File: config.mk
export PLATFORM = sky130hd
export DESIGN_NAME = disp_timing_gen
export DESIGN_NICKNAME = d
export VERILOG_FILES = /design/src/rtl/dtg_pkg.sv /design/src/rtl/dtg_regfile.sv /design/src/rtl/dtg_raster.sv /design/src/rtl/dtg_shaper.sv /design/src/rtl/disp_timing_gen.sv
export SDC_FILE = /design/constraint.sdc
export NUM_CORES = 1
export LEC_CHECK = 0
export CORE_MARGIN = 2
export CORE_UTILIZATION = 30
export CTS_CLUSTER_DIAMETER = 60
export DETAILED_ROUTE_END_ITERATION = 7
export GPL_TIMING_DRIVEN = 0
export PLACE_DENSITY_LB_ADDON = 0.25
export SLEW_MARGIN = 0
export SYNTH_ARGS = -nofsm -noshare
export SYNTH_HDL_FRONTEND = slang
export SYNTH_HIERARCHICAL = 1
export SYNTH_SLANG_ARGS = --single-unit
File: constraint.sdc
create_clock -name clk -period 2.8 [get_ports clk]
set_clock_uncertainty 0.15 [all_clocks]
set_input_delay 0.84 -clock clk [delete_from_list [all_inputs] [get_ports clk]]
set_output_delay 0.84 -clock clk [all_outputs]
set_load 0.02 [all_outputs]
File: src/rtl/dtg_pkg.sv
package dtg_pkg;
    localparam int NGEO = 9;

    localparam logic [3:0] ADDR_CTRL = 4'd0;
    localparam logic [3:0] ADDR_SYNC = 4'd1;
    localparam logic [3:0] ADDR_DISP = 4'd2;
    localparam logic [3:0] ADDR_GEO0 = 4'd3;

    // geometry slots, relative to ADDR_GEO0
    localparam int G_H_LAST = 0;
    localparam int G_H_ACT  = 1;
    localparam int G_HS_ON  = 2;
    localparam int G_HS_OFF = 3;
    localparam int G_V_LAST = 4;
    localparam int G_V_ACT  = 5;
    localparam int G_VS_ON  = 6;
    localparam int G_VS_OFF = 7;
    localparam int G_PF_POS = 8;

    typedef struct packed {
        logic rgb;
        logic all_off;
        logic h_inv;
        logic v_inv;
        logic h_off;
        logic v_off;
    } sync_ctl_t;
endpackage

File: src/rtl/dtg_regfile.sv
module dtg_regfile
    import dtg_pkg::*;
#(
    parameter int CW = 12
) (
    input  logic                       clk,
    input  logic                       rst_n,
    input  logic                       wr_en,
    input  logic [3:0]                 wr_addr,
    input  logic [CW-1:0]              wr_data,
    input  logic                       frame_end,
    output logic                       gen_en,
    output logic                       refresh_en,
    output logic                       disp_off,
    output sync_ctl_t                  sync_ctl,
    output logic [NGEO-1:0][CW-1:0]    geo_act
);
    typedef struct packed {
        logic                    en;
        logic                    refresh;
        logic                    disp_off;
        sync_ctl_t               sync;
        logic [NGEO-1:0][CW-1:0] shadow;
        logic [NGEO-1:0][CW-1:0] act;
    } regs_t;

    regs_t reg_d, reg_q;

    always_comb begin
        reg_d = reg_q;
        if (wr_en) begin
            case (wr_addr)
                ADDR_CTRL: begin
                    reg_d.en      = wr_data[0];
                    reg_d.refresh = wr_data[1];
                end
                ADDR_SYNC: begin
                    reg_d.sync.rgb     = wr_data[0];
                    reg_d.sync.all_off = wr_data[1];
                    reg_d.sync.h_inv   = wr_data[3];
                    reg_d.sync.v_inv   = wr_data[4];
                    reg_d.sync.h_off   = wr_data[5];
                    reg_d.sync.v_off   = wr_data[6];
                end
                ADDR_DISP: reg_d.disp_off = wr_data[1];
                default: begin
                    for (int i = 0; i < NGEO; i++) begin
                        if (wr_addr == ADDR_GEO0 + 4'(i))
                            reg_d.shadow[i] = wr_data;
                    end
                end
            endcase
        end
        // geometry in use changes only when idle or at the frame boundary
        if (!reg_q.en || frame_end)
            reg_d.act = reg_q.shadow;
    end

    always_ff @(posedge clk) begin
        if (!rst_n) reg_q <= '0;
        else        reg_q <= reg_d;
    end

    assign gen_en     = reg_q.en;
    assign refresh_en = reg_q.refresh;
    assign disp_off   = reg_q.disp_off;
    assign sync_ctl   = reg_q.sync;
    assign geo_act    = reg_q.act;
endmodule

File: src/rtl/dtg_raster.sv
module dtg_raster #(
    parameter int CW = 12
) (
    input  logic          clk,
    input  logic          rst_n,
    input  logic          en,
    input  logic [CW-1:0] h_last,
    input  logic [CW-1:0] v_last,
    output logic [CW-1:0] h_cnt,
    output logic [CW-1:0] v_cnt,
    output logic          frame_end
);
    typedef struct packed {
        logic [CW-1:0] h;
        logic [CW-1:0] v;
    } cnt_t;

    cnt_t cnt_d, cnt_q;
    logic line_end;

    assign line_end  = en && (cnt_q.h == h_last);
    assign frame_end = line_end && (cnt_q.v == v_last);

    always_comb begin
        cnt_d = cnt_q;
        if (!en) begin
            cnt_d = '0;
        end else if (line_end) begin
            cnt_d.h = '0;
            cnt_d.v = frame_end ? '0 : cnt_q.v + CW'(1);
        end else begin
            cnt_d.h = cnt_q.h + CW'(1);
        end
    end

    always_ff @(posedge clk) begin
        if (!rst_n) cnt_q <= '0;
        else        cnt_q <= cnt_d;
    end

    assign h_cnt = cnt_q.h;
    assign v_cnt = cnt_q.v;
endmodule

File: src/rtl/dtg_shaper.sv
module dtg_shaper
    import dtg_pkg::*;
#(
    parameter int CW = 12
) (
    input  logic                    en,
    input  logic                    refresh_en,
    input  logic                    disp_off,
    input  sync_ctl_t               sync_ctl,
    input  logic [NGEO-1:0][CW-1:0] geo,
    input  logic [CW-1:0]           h_cnt,
    input  logic [CW-1:0]           v_cnt,
    output logic                    video_on,
    output logic                    hsync,
    output logic                    vsync,
    output logic                    prefetch_stb,
    output logic                    sync_on_rgb
);
    logic in_h_act, in_v_act, hs_raw, vs_raw;

    always_comb begin
        in_h_act = h_cnt <= geo[G_H_ACT];
        in_v_act = v_cnt <= geo[G_V_ACT];
        hs_raw   = en && (h_cnt >= geo[G_HS_ON]) && (h_cnt <= geo[G_HS_OFF]);
        vs_raw   = en && (v_cnt >= geo[G_VS_ON]) && (v_cnt <= geo[G_VS_OFF]);
        video_on = en && refresh_en && !disp_off && in_h_act && in_v_act;
        hsync    = (hs_raw && !sync_ctl.all_off && !sync_ctl.h_off) ^ sync_ctl.h_inv;
        vsync    = (vs_raw && !sync_ctl.all_off && !sync_ctl.v_off) ^ sync_ctl.v_inv;
        prefetch_stb = en && (h_cnt == geo[G_PF_POS]);
        sync_on_rgb  = sync_ctl.rgb;
    end
endmodule

File: src/rtl/disp_timing_gen.sv
module disp_timing_gen
    import dtg_pkg::*;
#(
    parameter int CW = 12
) (
    input  logic          clk,
    input  logic          rst_n,
    input  logic          wr_en,
    input  logic [3:0]    wr_addr,
    input  logic [CW-1:0] wr_data,
    output logic [CW-1:0] h_count,
    output logic [CW-1:0] v_count,
    output logic          video_on,
    output logic          hsync,
    output logic          vsync,
    output logic          prefetch_stb,
    output logic          sync_on_rgb
);
    logic                    gen_en, refresh_en, disp_off, frame_end;
    sync_ctl_t               sync_ctl;
    logic [NGEO-1:0][CW-1:0] geo_act;

    dtg_regfile #(.CW(CW)) regs_i (
        .clk(clk), .rst_n(rst_n), .wr_en(wr_en), .wr_addr(wr_addr),
        .wr_data(wr_data), .frame_end(frame_end), .gen_en(gen_en),
        .refresh_en(refresh_en), .disp_off(disp_off), .sync_ctl(sync_ctl),
        .geo_act(geo_act)
    );

    dtg_raster #(.CW(CW)) raster_i (
        .clk(clk), .rst_n(rst_n), .en(gen_en),
        .h_last(geo_act[G_H_LAST]), .v_last(geo_act[G_V_LAST]),
        .h_cnt(h_count), .v_cnt(v_count), .frame_end(frame_end)
    );

    dtg_shaper #(.CW(CW)) shaper_i (
        .en(gen_en), .refresh_en(refresh_en), .disp_off(disp_off),
        .sync_ctl(sync_ctl), .geo(geo_act), .h_cnt(h_count), .v_cnt(v_count),
        .video_on(video_on), .hsync(hsync), .vsync(vsync),
        .prefetch_stb(prefetch_stb), .sync_on_rgb(sync_on_rgb)
    );
endmodule

==> results of run 1 <==
==> kinds of logic after synthesis <==
family	after synthesis	share of synthesized area (%)
compound gates	184	11.3
xor+xnor	48	3.39
fa+ha+maj	74	7.48
buf+inv	259	11.5
flops	249	40.3
mux	116	9.38
simple gates	489	16.7
==> repair_timing <==
item	4_1_cts	5_1_grt
gates cloned	1	5
setup buffers	15	20
setup endpoints to repair	159	124
endpoints found under the hold margin	0	0
resized for setup	114	172
pin swaps	18	25
==> critical path, stage by stage (launching register included) <==
cell and delay [ns]:
dfxtp_2 0.32, buf_6 0.11, inv_4 0.04, ha_4 0.19, nor2b_1 0.12, o211ai_1 0.21
a211oi_2 0.11, a2111oi_2 0.34, o211ai_1 0.23, xnor2_2 0.31, buf_4 0.19
==> cell type report <==
| cell class | instances | share of cell area, % |
|---|---|---|
| timing repair buffer | 88 | 6.19 |
| clock buffer | 43 | 5.62 |
| tap | 532 | 4.25 |
| multi-input combinational | 911 | 40.3 |
| inverter | 73 | 1.78 |
| buffer | 181 | 8.57 |
| clock inverter | 6 | 0.854 |
| sequential | 249 | 32.4 |
==> how the worst min path moves through the flow <==
stage                                    start  cells past startpoint  slack (ns)                               to
3_5_place_dp    regs_i/reg_q[203]$_SDFFE_PN0P_                      2        0.30   regs_i/reg_q[203]$_SDFFE_PN0P_
4_1_cts         regs_i/reg_q[155]$_SDFFE_PN0P_                      2        0.30  regs_i/geo_act[47]$_SDFFE_PN0P_
6_report       regs_i/geo_act[89]$_SDFFE_PN0P_                      2        0.30  regs_i/geo_act[89]$_SDFFE_PN0P_
3_3_place_gp    regs_i/reg_q[143]$_SDFFE_PN0P_                      2        0.29   regs_i/reg_q[143]$_SDFFE_PN0P_
2_1_floorplan   regs_i/reg_q[132]$_SDFFE_PN0P_                      2        0.28   regs_i/reg_q[132]$_SDFFE_PN0P_
5_1_grt         regs_i/reg_q[155]$_SDFFE_PN0P_                      2        0.30  regs_i/geo_act[47]$_SDFFE_PN0P_
==> where the power goes <==
part           switching (uW)  leakage [uW]  internal [uW]
registers                17.8       0.00203           3550
logic                     231       0.00371            151
clock network            1480      0.000497           2520
total                    1730       0.00624           6230
==> per-layer routing <==
layer  GRT usage, %  up-vias  share of wire [%]
met5              0        -                  0
met4           4.51        0                1.7
met3           1.62       39                3.2
met2           27.3      146                 49
met1           21.9     4640                 46
li1               -     4832                  -
==> cell usage after synthesis (all sizes together) <==
master	count
xnor2	26
a21o	6
a211o	1
buf	144
nor2	29
and2	1
nand2b	5
o31ai	1
a32oi	7
clkbuf	42
a21boi	108
o211ai	7
o31a	1
ha	74
or3	5
nand3b	3
o41ai	8
mux2i	116
nand2	366
a2111oi	4
xor2	22
or4	2
inv	73
dfxtp	249
and3	11
or4b	2
a22oi	1
nor3b	3
nor3	3
o21ai	6
a41oi	2
or2	2
nand4b	1
nor2b	9
nand3	24
nand4	19
a31oi	2
o311ai	3
nor4	4
a21oi	24
a211oi	3
==> through the flow <==
stage | area [um^2] | util [%] | hold WS [ns] | TNS (ns) | power [uW]
finish | 15700 | 38.4 | 0.297 | -4.66 | 7950
global route | 15700 | 38.4 | 0.300 | -11.26 | 8220
CTS | 15000 | 36.9 | 0.302 | -2.85 | 8020
detailed placement | 13600 | 33.3 | 0.298 | -171.53 | 4010
global placement | 13600 | 33.3 | 0.293 | -168.51 | 4010
floorplan | 12500 | - | 0.285 | -0.0223 | 3860
==> state kept, by name, summed over array words and instances, names as in the netlist <==
register           cells
regs_i/disp_off        1
regs_i/sync_ctl        6
regs_i/geo_act       108
regs_i/refresh_en      1
raster_i/h_cnt        12
regs_i/reg_q         108
regs_i/gen_en          1
raster_i/v_cnt        12
==> qor.txt, run 1 <==
CORE AREA: 0.0408 mm^2
Vias per cell: 4.64
Leakage power: 0.00624 uW
Critical path peak fanout: 2
CP Capture Type: primary output
Filler Cell Count: 4075
Fmax achieved: 271 MHz
Clock buffer depth: 3
Worst EP arrival: 2.70 ns
Reg2reg start: raster_i/h_cnt[6]$_SDFF_PP0_
Port Buffers: 47
Post-synthesis instance area: 0.0124 mm^2
# DRC: 0
Area taken by multi-input logic gates: 0.00632 mm^2
R2R depth: 14
Layout net count: 1625
Share of cells above drive strength 1: 21.8%
FP Rows: 74
Relative slew slack: 39.9%
Total gr overflow: 0
Hold Buf Count CTS: 0
Critical Path Start: regs_i/geo_act[37]$_SDFFE_PN0P_
Boundary pin count: 48
DIE HEIGHT: 207 um
Total GRT Usage: 16.2%
Clock transition at the registers of the reported paths: 0.06 ns
Failing checks: setup timing
R2r setup slk: -0.19 ns
RSZ-0062 raised after global routing: yes
Final period util: 132%
Worst Setup EP: hsync
Sequential element share of the synthesized area: 40.3%
Slew Limit Fails: 0
Hold WC Path Type: reg -> reg
Die area: 0.0429 mm^2
Most frequent cells in the layout: nand2_1, dfxtp_1, buf_4
Flops & latches, synth: 249
Pre-CTS WS: -1.12 ns
Mapped Cells: 1419
Final Wtd Congestion: 0.812
Synth area leaders: dfxtp_1, nand2_1, mux2i_1, ha_1, buf_4
DR iter-0 viols: 474
Total of max-cap violations: 0
Final hold vios: 0
First-pass iteration count of the detailed router: 4
Area grow syn2layout: 26.6%
Ant. Diodes: 0
Die Wd: 207 um
Final WL: 35900 um
Post-DP HPWL: 24100 um
Post-route minimum period: 3.69 ns
Setup Crit Path Kind: reg -> out
Dpl cells: 1998
DRT antenna net count: 0
Synth Warn #: 6
PD cells: 507 mW/mm^2
Via count: 9657
Clock Sinks: 249
Startpoint Class: flop
Register area: 0.00508 mm^2
Largest net degree at the start of global routing: 20
Synth top area share: 40.3%
Status: finished with violations
Clock latency on the worst-skew pair: 0.55 ns
WL per Instance: 17.2 um
Crit Reg-Reg Endpoint: regs_i/geo_act[2]$_SDFFE_PN0P_
CTS tree: built
Synth Net Count: 1512
Commonest non-fill, non-tap cell in the layout: nand2_1
Initial antenna violation count: 0
Starting density of the core: 30.3%
Maximum VDD drop: 441 uV
CTS Buf Count: 28
First-pass GRT wire length: 54100 um
Distinct cells, synth: 51
Vias in the first global route: 9301
Req. time, crit path: 1.81 ns
Avg Inst Size Synth: 8.73 um^2
Finished Layout Cells: 2083
Root Buffer: clkbuf_16
Largest area contributor in the netlist: dfxtp_1
Fin worst setup slack: -0.889 ns
Worst slew pin tran: 0.901 ns
Htree depth: 1
Final setup fails: 57
Note: power is estimated with default switching activity, not from simulation.
==> inputs of run 2 (changes only) <==
TNS_END_PERCENT = 1   (was default)
==> run 2 against run 1 <==
- the run still ends with setup timing left
- via count decreased by 1.1%
- routed wire length decreased by 2.6%
- sequential power about the same
- critical path depth unchanged
- setup slack improved by 0.026 ns
- register-to-register slack improved by 0.14 ns
- design area decreased by 3.4%
- clock power increased by 8.2%
- count of clock-buffer cells in the layout increased by 1
- core utilization decreased by 1.3 points
- final cell count decreased by 1.1%
==> qor.txt, run 2 (synthesis gave the netlist of run 1 again) <==
Relative slew slack: 41.2%
FP Rows: 74
Largest net degree at the start of global routing: 15
Slowest stage cell, crit path: a2111oi_4
Vias in the first global route: 9416
Vias per cell: 4.64
CORE AREA: 0.0408 mm^2
CTS Buf Count: 30
WL met1: 16000 um
WL met2: 16800 um
WL met3: 1340 um
Area grow syn2layout: 22.3%
Total GRT Usage: 16.1%
CTS tree: built
Clock buffer depth: 3
Final period util: 131%
Finished Layout Cells: 2060
WL per Instance: 17.0 um
Final WL: 35000 um
Tot Pwr: 8260 uW
RSZ-0062 raised after global routing: yes
Max stage delay on crit path: 0.41 ns
First-pass iteration count of the detailed router: 5
Most frequent cells in the layout: nand2_1, dfxtp_1, buf_4
Filler Cell Count: 4122
Fin worst setup slack: -0.863 ns
Maximum VDD drop: 455 uV
Worst EP arrival: 2.67 ns
PD cells: 545 mW/mm^2
Req. time, crit path: 1.81 ns
Layout net count: 1597
Ant. Diodes: 0
Initial antenna violation count: 0
Post-route minimum period: 3.66 ns
Port Buffers: 47
Slew Limit Fails: 0
CP Capture Type: primary output
Cell chain of the critical path: buf_4, inv_2, ha_4, a21o_1, a21o_1, a21oi_2, o211ai_1, o31a_1, a2111oi_4, buf_4
DP Area: 0.0136 mm^2
Utilization after layout: 37.1%
R2r setup slk: -0.05 ns
Final setup fails: 22
Final Wtd Congestion: 0.814
Area taken by multi-input logic gates: 0.00618 mm^2
Dpl cells: 1998
Share of cells above drive strength 1: 18.7%
Commonest non-fill, non-tap cell in the layout: nand2_1
Post-route cell area: 0.0151 mm^2
Post-DP HPWL: 23800 um
Root Buffer: clkbuf_16
# DRC: 0
DR iter-0 viols: 423
Startpoint Class: flop
First-pass GRT wire length: 53900 um
Failing checks: setup timing
Setup Crit Path Kind: reg -> out
Status: finished with violations
Die area: 0.0429 mm^2
Fmax achieved: 273 MHz
Clock Sinks: 249
DIE HEIGHT: 207 um
Total gr overflow: 0
Die Wd: 207 um
Leakage power: 0.00603 uW
Final hold vios: 0
Total of max-cap violations: 0
Hold WC Path Type: reg -> reg
Starting density of the core: 30.3%
Max layer used: met4
Register area: 0.00507 mm^2
Hold Buf Count CTS: 0
Htree depth: 1
Boundary pin count: 48
Via count: 9552
Clock transition at the registers of the reported paths: 0.06 ns
Worst slew pin tran: 0.882 ns
DRT antenna net count: 0
Setup TNS: -3.03 ns
Critical path peak fanout: 2
Clock latency on the worst-skew pair: 0.56 ns
==> run 2: cell count changes in the layout (fill, tap and decap cells not counted), moves of 6 or more <==
cell | previous run | this run
buf_6 | 23 | 4
buf_4 | 137 | 125
nand2_1 | 352 | 360
nand2_2 | 14 | 6
clkbuf_8 | 6 | 13
buf_8 | 9 | 3
==> run 2: final cells by class <==
cell class | count | area share (%)
Buffer | 186 | 8.78
Tap cell | 532 | 4.40
Clock inverter | 12 | 1.48
Timing Repair Buffer | 53 | 3.40
Multi-Input combinational cell | 911 | 40.8
Sequential cell | 249 | 33.5
Inverter | 73 | 1.83
Clock buffer | 44 | 5.84
==> run 2: timing repair <==
action | CTS | global route
endpoints found under the setup margin | 158 | 133
resized for setup | 105 | 85
setup buffers | 3 | 3
pin swaps | 10 | 12
==> run 2: power by group <==
part | switching, uW | leakage [uW] | internal (uW)
logic | 223 | 0.00346 | 135
clock network | 1590 | 0.000539 | 2740
registers | 17.5 | 0.00203 | 3560
total | 1830 | 0.00603 | 6430
==> run 2: critical path, delay by kind of cell (launching register included) <==
kind | cells | cell delay [ns]
AOI/OAI and AO/OA | 6 | 1.20
buffers and inverters | 3 | 0.39
DFF | 1 | 0.32
adders and majority gates | 1 | 0.19
==> run 2: final timing paths <==
kind	start	end	cells past startpoint
worst max-delay path	regs_i/geo_act[65]$_SDFFE_PN0P_	video_on	10
worst min-delay path	regs_i/geo_act[76]$_SDFFE_PN0P_	regs_i/geo_act[76]$_SDFFE_PN0P_	2
worst max register to register	raster_i/h_cnt[1]$_SDFF_PP0_	regs_i/geo_act[5]$_SDFFE_PN0P_	13
worst min register to register	regs_i/geo_act[76]$_SDFFE_PN0P_	regs_i/geo_act[76]$_SDFFE_PN0P_	2
==> run 2: metal layers <==
metal / GRT usage, % / vias up
li1: - / 4790
met1: 21.2 / 4555
met2: 27.6 / 159
met3: 1.93 / 48
met4: 4.68 / 0
met5: 0 / -
==> run 2: per-stage QoR <==
stage	hold WS [ns]	setup WS [ns]
floorplan	0.285	-0.0281
global placement	0.292	-1.02
detailed placement	0.297	-1.04
CTS	0.307	-0.889
global route	0.317	-1.01
finish	0.297	-0.863
==> inputs of run 3 (changes only) <==
SYNTH_HIERARCHICAL = default   (was 1)
==> run 3 against run 2 <==
- the run still ends with setup timing left
- die area down 5.5%
- clock power shrank 17%
- final cell count decreased by 9.6%
- fmax is 6.4% higher
- total power is 8.3% lower
- combinational power is 13% higher
- critical path type unchanged
- largest cell class unchanged
==> qor.txt, run 3 <==
Status: finished with violations
Failing checks: setup timing
Post-DP HPWL: 24000 um
Die Wd: 201 um
Share of cells above drive strength 1: 15.5%
Final setup fails: 4
Mapped Cells: 1238
DRT antenna net count: 0
First-pass GRT wire length: 54700 um
Vias in the first global route: 8915
Clock Sinks: 249
Critical Path Start: raster_i.v_cnt[3]$_SDFFE_PN0P_
Int Pwr: 5820 uW
Final hold vios: 0
Dpl cells: 1793
Most instantiated library cell after synthesis: dfxtp_1
Layout net count: 1418
FP Rows: 72
Worst EP arrival: 2.45 ns
Number of synthesized flops with an enable pin: 0
Boundary pin count: 48
Largest area contributor in the netlist: dfxtp_1
Sequential element share of the synthesized area: 42.6%
Root Buffer: clkbuf_16
Worst slew pin tran: 1.34 ns
Synth Warn #: 0
Port Buffers: 37
Flops & latches, synth: 249
Final Wtd Congestion: 0.785
CTS Buf Count: 27
Register area: 0.00508 mm^2
Post-route minimum period: 3.44 ns
Via count: 8859
Most used DFF post-synth: dfxtp_1
Ys async rst share: 0%
Area grow syn2layout: 21.6%
Initial antenna violation count: 0
Synth area leaders: dfxtp_1, ha_1, mux2i_1, a2bb2oi_1, nand2_1
Fin worst setup slack: -0.642 ns
Final WL: 35700 um
Net Sw Power: 1750 uW
Synth top area share: 42.6%
Sequential power share: 47.4%
Filler Cell Count: 3980
R2R depth: 9
Maximum VDD drop: 500 uV
Area taken by multi-input logic gates: 0.00628 mm^2
Starting density of the core: 30.3%
Commonest non-fill, non-tap cell in the layout: dfxtp_1
WL per Instance: 19.2 um
Clock buffer depth: 3
Fmax achieved: 291 MHz
Critical path peak fanout: 3
Hold WC Path Type: reg -> reg
Fin Hold WS: 0.304 ns
Worst Setup EP: vsync
Distinct cells, synth: 44
Clock latency on the worst-skew pair: 0.55 ns
PD cells: 533 mW/mm^2
DR iter-0 viols: 504
Synth Net Count: 1331
Startpoint Class: flop
Clock transition at the registers of the reported paths: 0.06 ns
DIE HEIGHT: 201 um
Vias per cell: 4.76
Avg Inst Size Synth: 9.44 um^2
Total gr overflow: 0
Crit Reg-Reg Endpoint: regs_i.geo_act[94]$_SDFFE_PN0P_
Relative slew slack: 10.4%
Req. time, crit path: 1.81 ns
CORE AREA: 0.0386 mm^2
Hold Buf Count CTS: 0
Reg2reg start: raster_i.h_cnt[9]$_SDFF_PP0_
Clock share of power: 47.3%
Ant. Diodes: 0
Post-synthesis instance area: 0.0117 mm^2
Finished Layout Cells: 1862
Setup Crit Path Kind: reg -> out
Htree depth: 1
First-pass iteration count of the detailed router: 4
R2r setup slk: 0.15 ns
Final period util: 123%
Total GRT Usage: 17.5%
Slew Limit Fails: 0
CP Capture Type: primary output
RSZ-0062 raised after global routing: yes
Combinational Power Share: 5.3%
Leakage power: 0.00533 uW
Largest net degree at the start of global routing: 14
Total of max-cap violations: 0
Switching share of power: 23.2%
Most frequent cells in the layout: dfxtp_1, nand2_1, a2bb2oi_1
# DRC: 0
Commonest cells in the netlist: dfxtp_1, nand2_1, a2bb2oi_1
CTS tree: built
Die area: 0.0406 mm^2
## run 3: worst min path at each step
stage                                               from                          endpoint  cells past startpoint
after floorplan           regs_i.reg_q[215]$_SDFFE_PN0P_  regs_i.geo_act[107]$_SDFFE_PN0P_                      2
after global routing      regs_i.reg_q[204]$_SDFFE_PN0P_   regs_i.geo_act[96]$_SDFFE_PN0P_                      2
after CTS                 regs_i.reg_q[183]$_SDFFE_PN0P_   regs_i.geo_act[75]$_SDFFE_PN0P_                      2
after detailed placement  regs_i.reg_q[139]$_SDFFE_PN0P_   regs_i.geo_act[31]$_SDFFE_PN0P_                      2
after global placement    regs_i.reg_q[144]$_SDFFE_PN0P_   regs_i.geo_act[36]$_SDFFE_PN0P_                      2
final                     regs_i.reg_q[156]$_SDFFE_PN0P_   regs_i.geo_act[48]$_SDFFE_PN0P_                      2
## run 3: power by group through the flow
stage          Sequential (uW)  Clock (uW)  Combinational, uW
2_1_floorplan             3680           0                240
3_3_place_gp              3690           0                386
3_5_place_dp              3690           0                388
4_1_cts                   3590        3650                405
5_1_grt                   3590        3800                432
6_report                  3590        3580                404
## run 3: layout make-up
cell class                 instances  area share (%)
buffer                            86            3.51
clock buffer                      36            5.13
clock inverter                    12            1.02
inverter                          72            1.94
multi-input combinational        831            44.2
sequential                       249            35.7
tap                              518            4.56
timing repair buffer              58            3.93
## run 3: cell families after synthesis
group	Yosys count	synth area share, %
buf+inv	158	6.29
simple gates	414	17.0
xor+xnor	58	4.60
mux	79	6.76
fa+ha+maj	74	7.92
compound gates	206	14.8
flops	249	42.6
## run 3: layer usage
layer	global-route usage [%]	wire, um	vias to the layer above
li1	-	-	4407
met1	23.1	16800	4279
met2	30.2	17000	130
met3	1.67	963	43
met4	5.12	974	0
met5	0	0	-
## run 3: per-stage QoR
stage               utilization, %  power (uW)  setup slack [ns]  instance area, um^2  TNS [ns]
finish                        36.9        7570            -0.642                14200     -2.18
detailed placement            33.1        4080             -1.18                12700    -85.41
global route                  36.9        7820            -0.714                14200     -2.64
global placement              33.1        4070             -1.17                12700    -87.01
floorplan                        -        3920            -0.123                11700    -0.221
CTS                           36.7        7650            -0.655                14100     -2.31
## run 3: repair_timing
action | in CTS | in global routing
gates resized for setup | 105 | 19
pin swaps | 18 | 5
setup endpoints to repair | 134 | 120
buffers inserted | 21 | 0
## run 3: worst max-delay path, stage by stage (launching register included)
cell      delay, ns
dfxtp_4        0.37
ha_4           0.26
o21a_1         0.12
nor2_2         0.04
or4_4          0.51
a21oi_2        0.15
o221ai_2       0.15
xnor2_2        0.17
buf_4          0.16
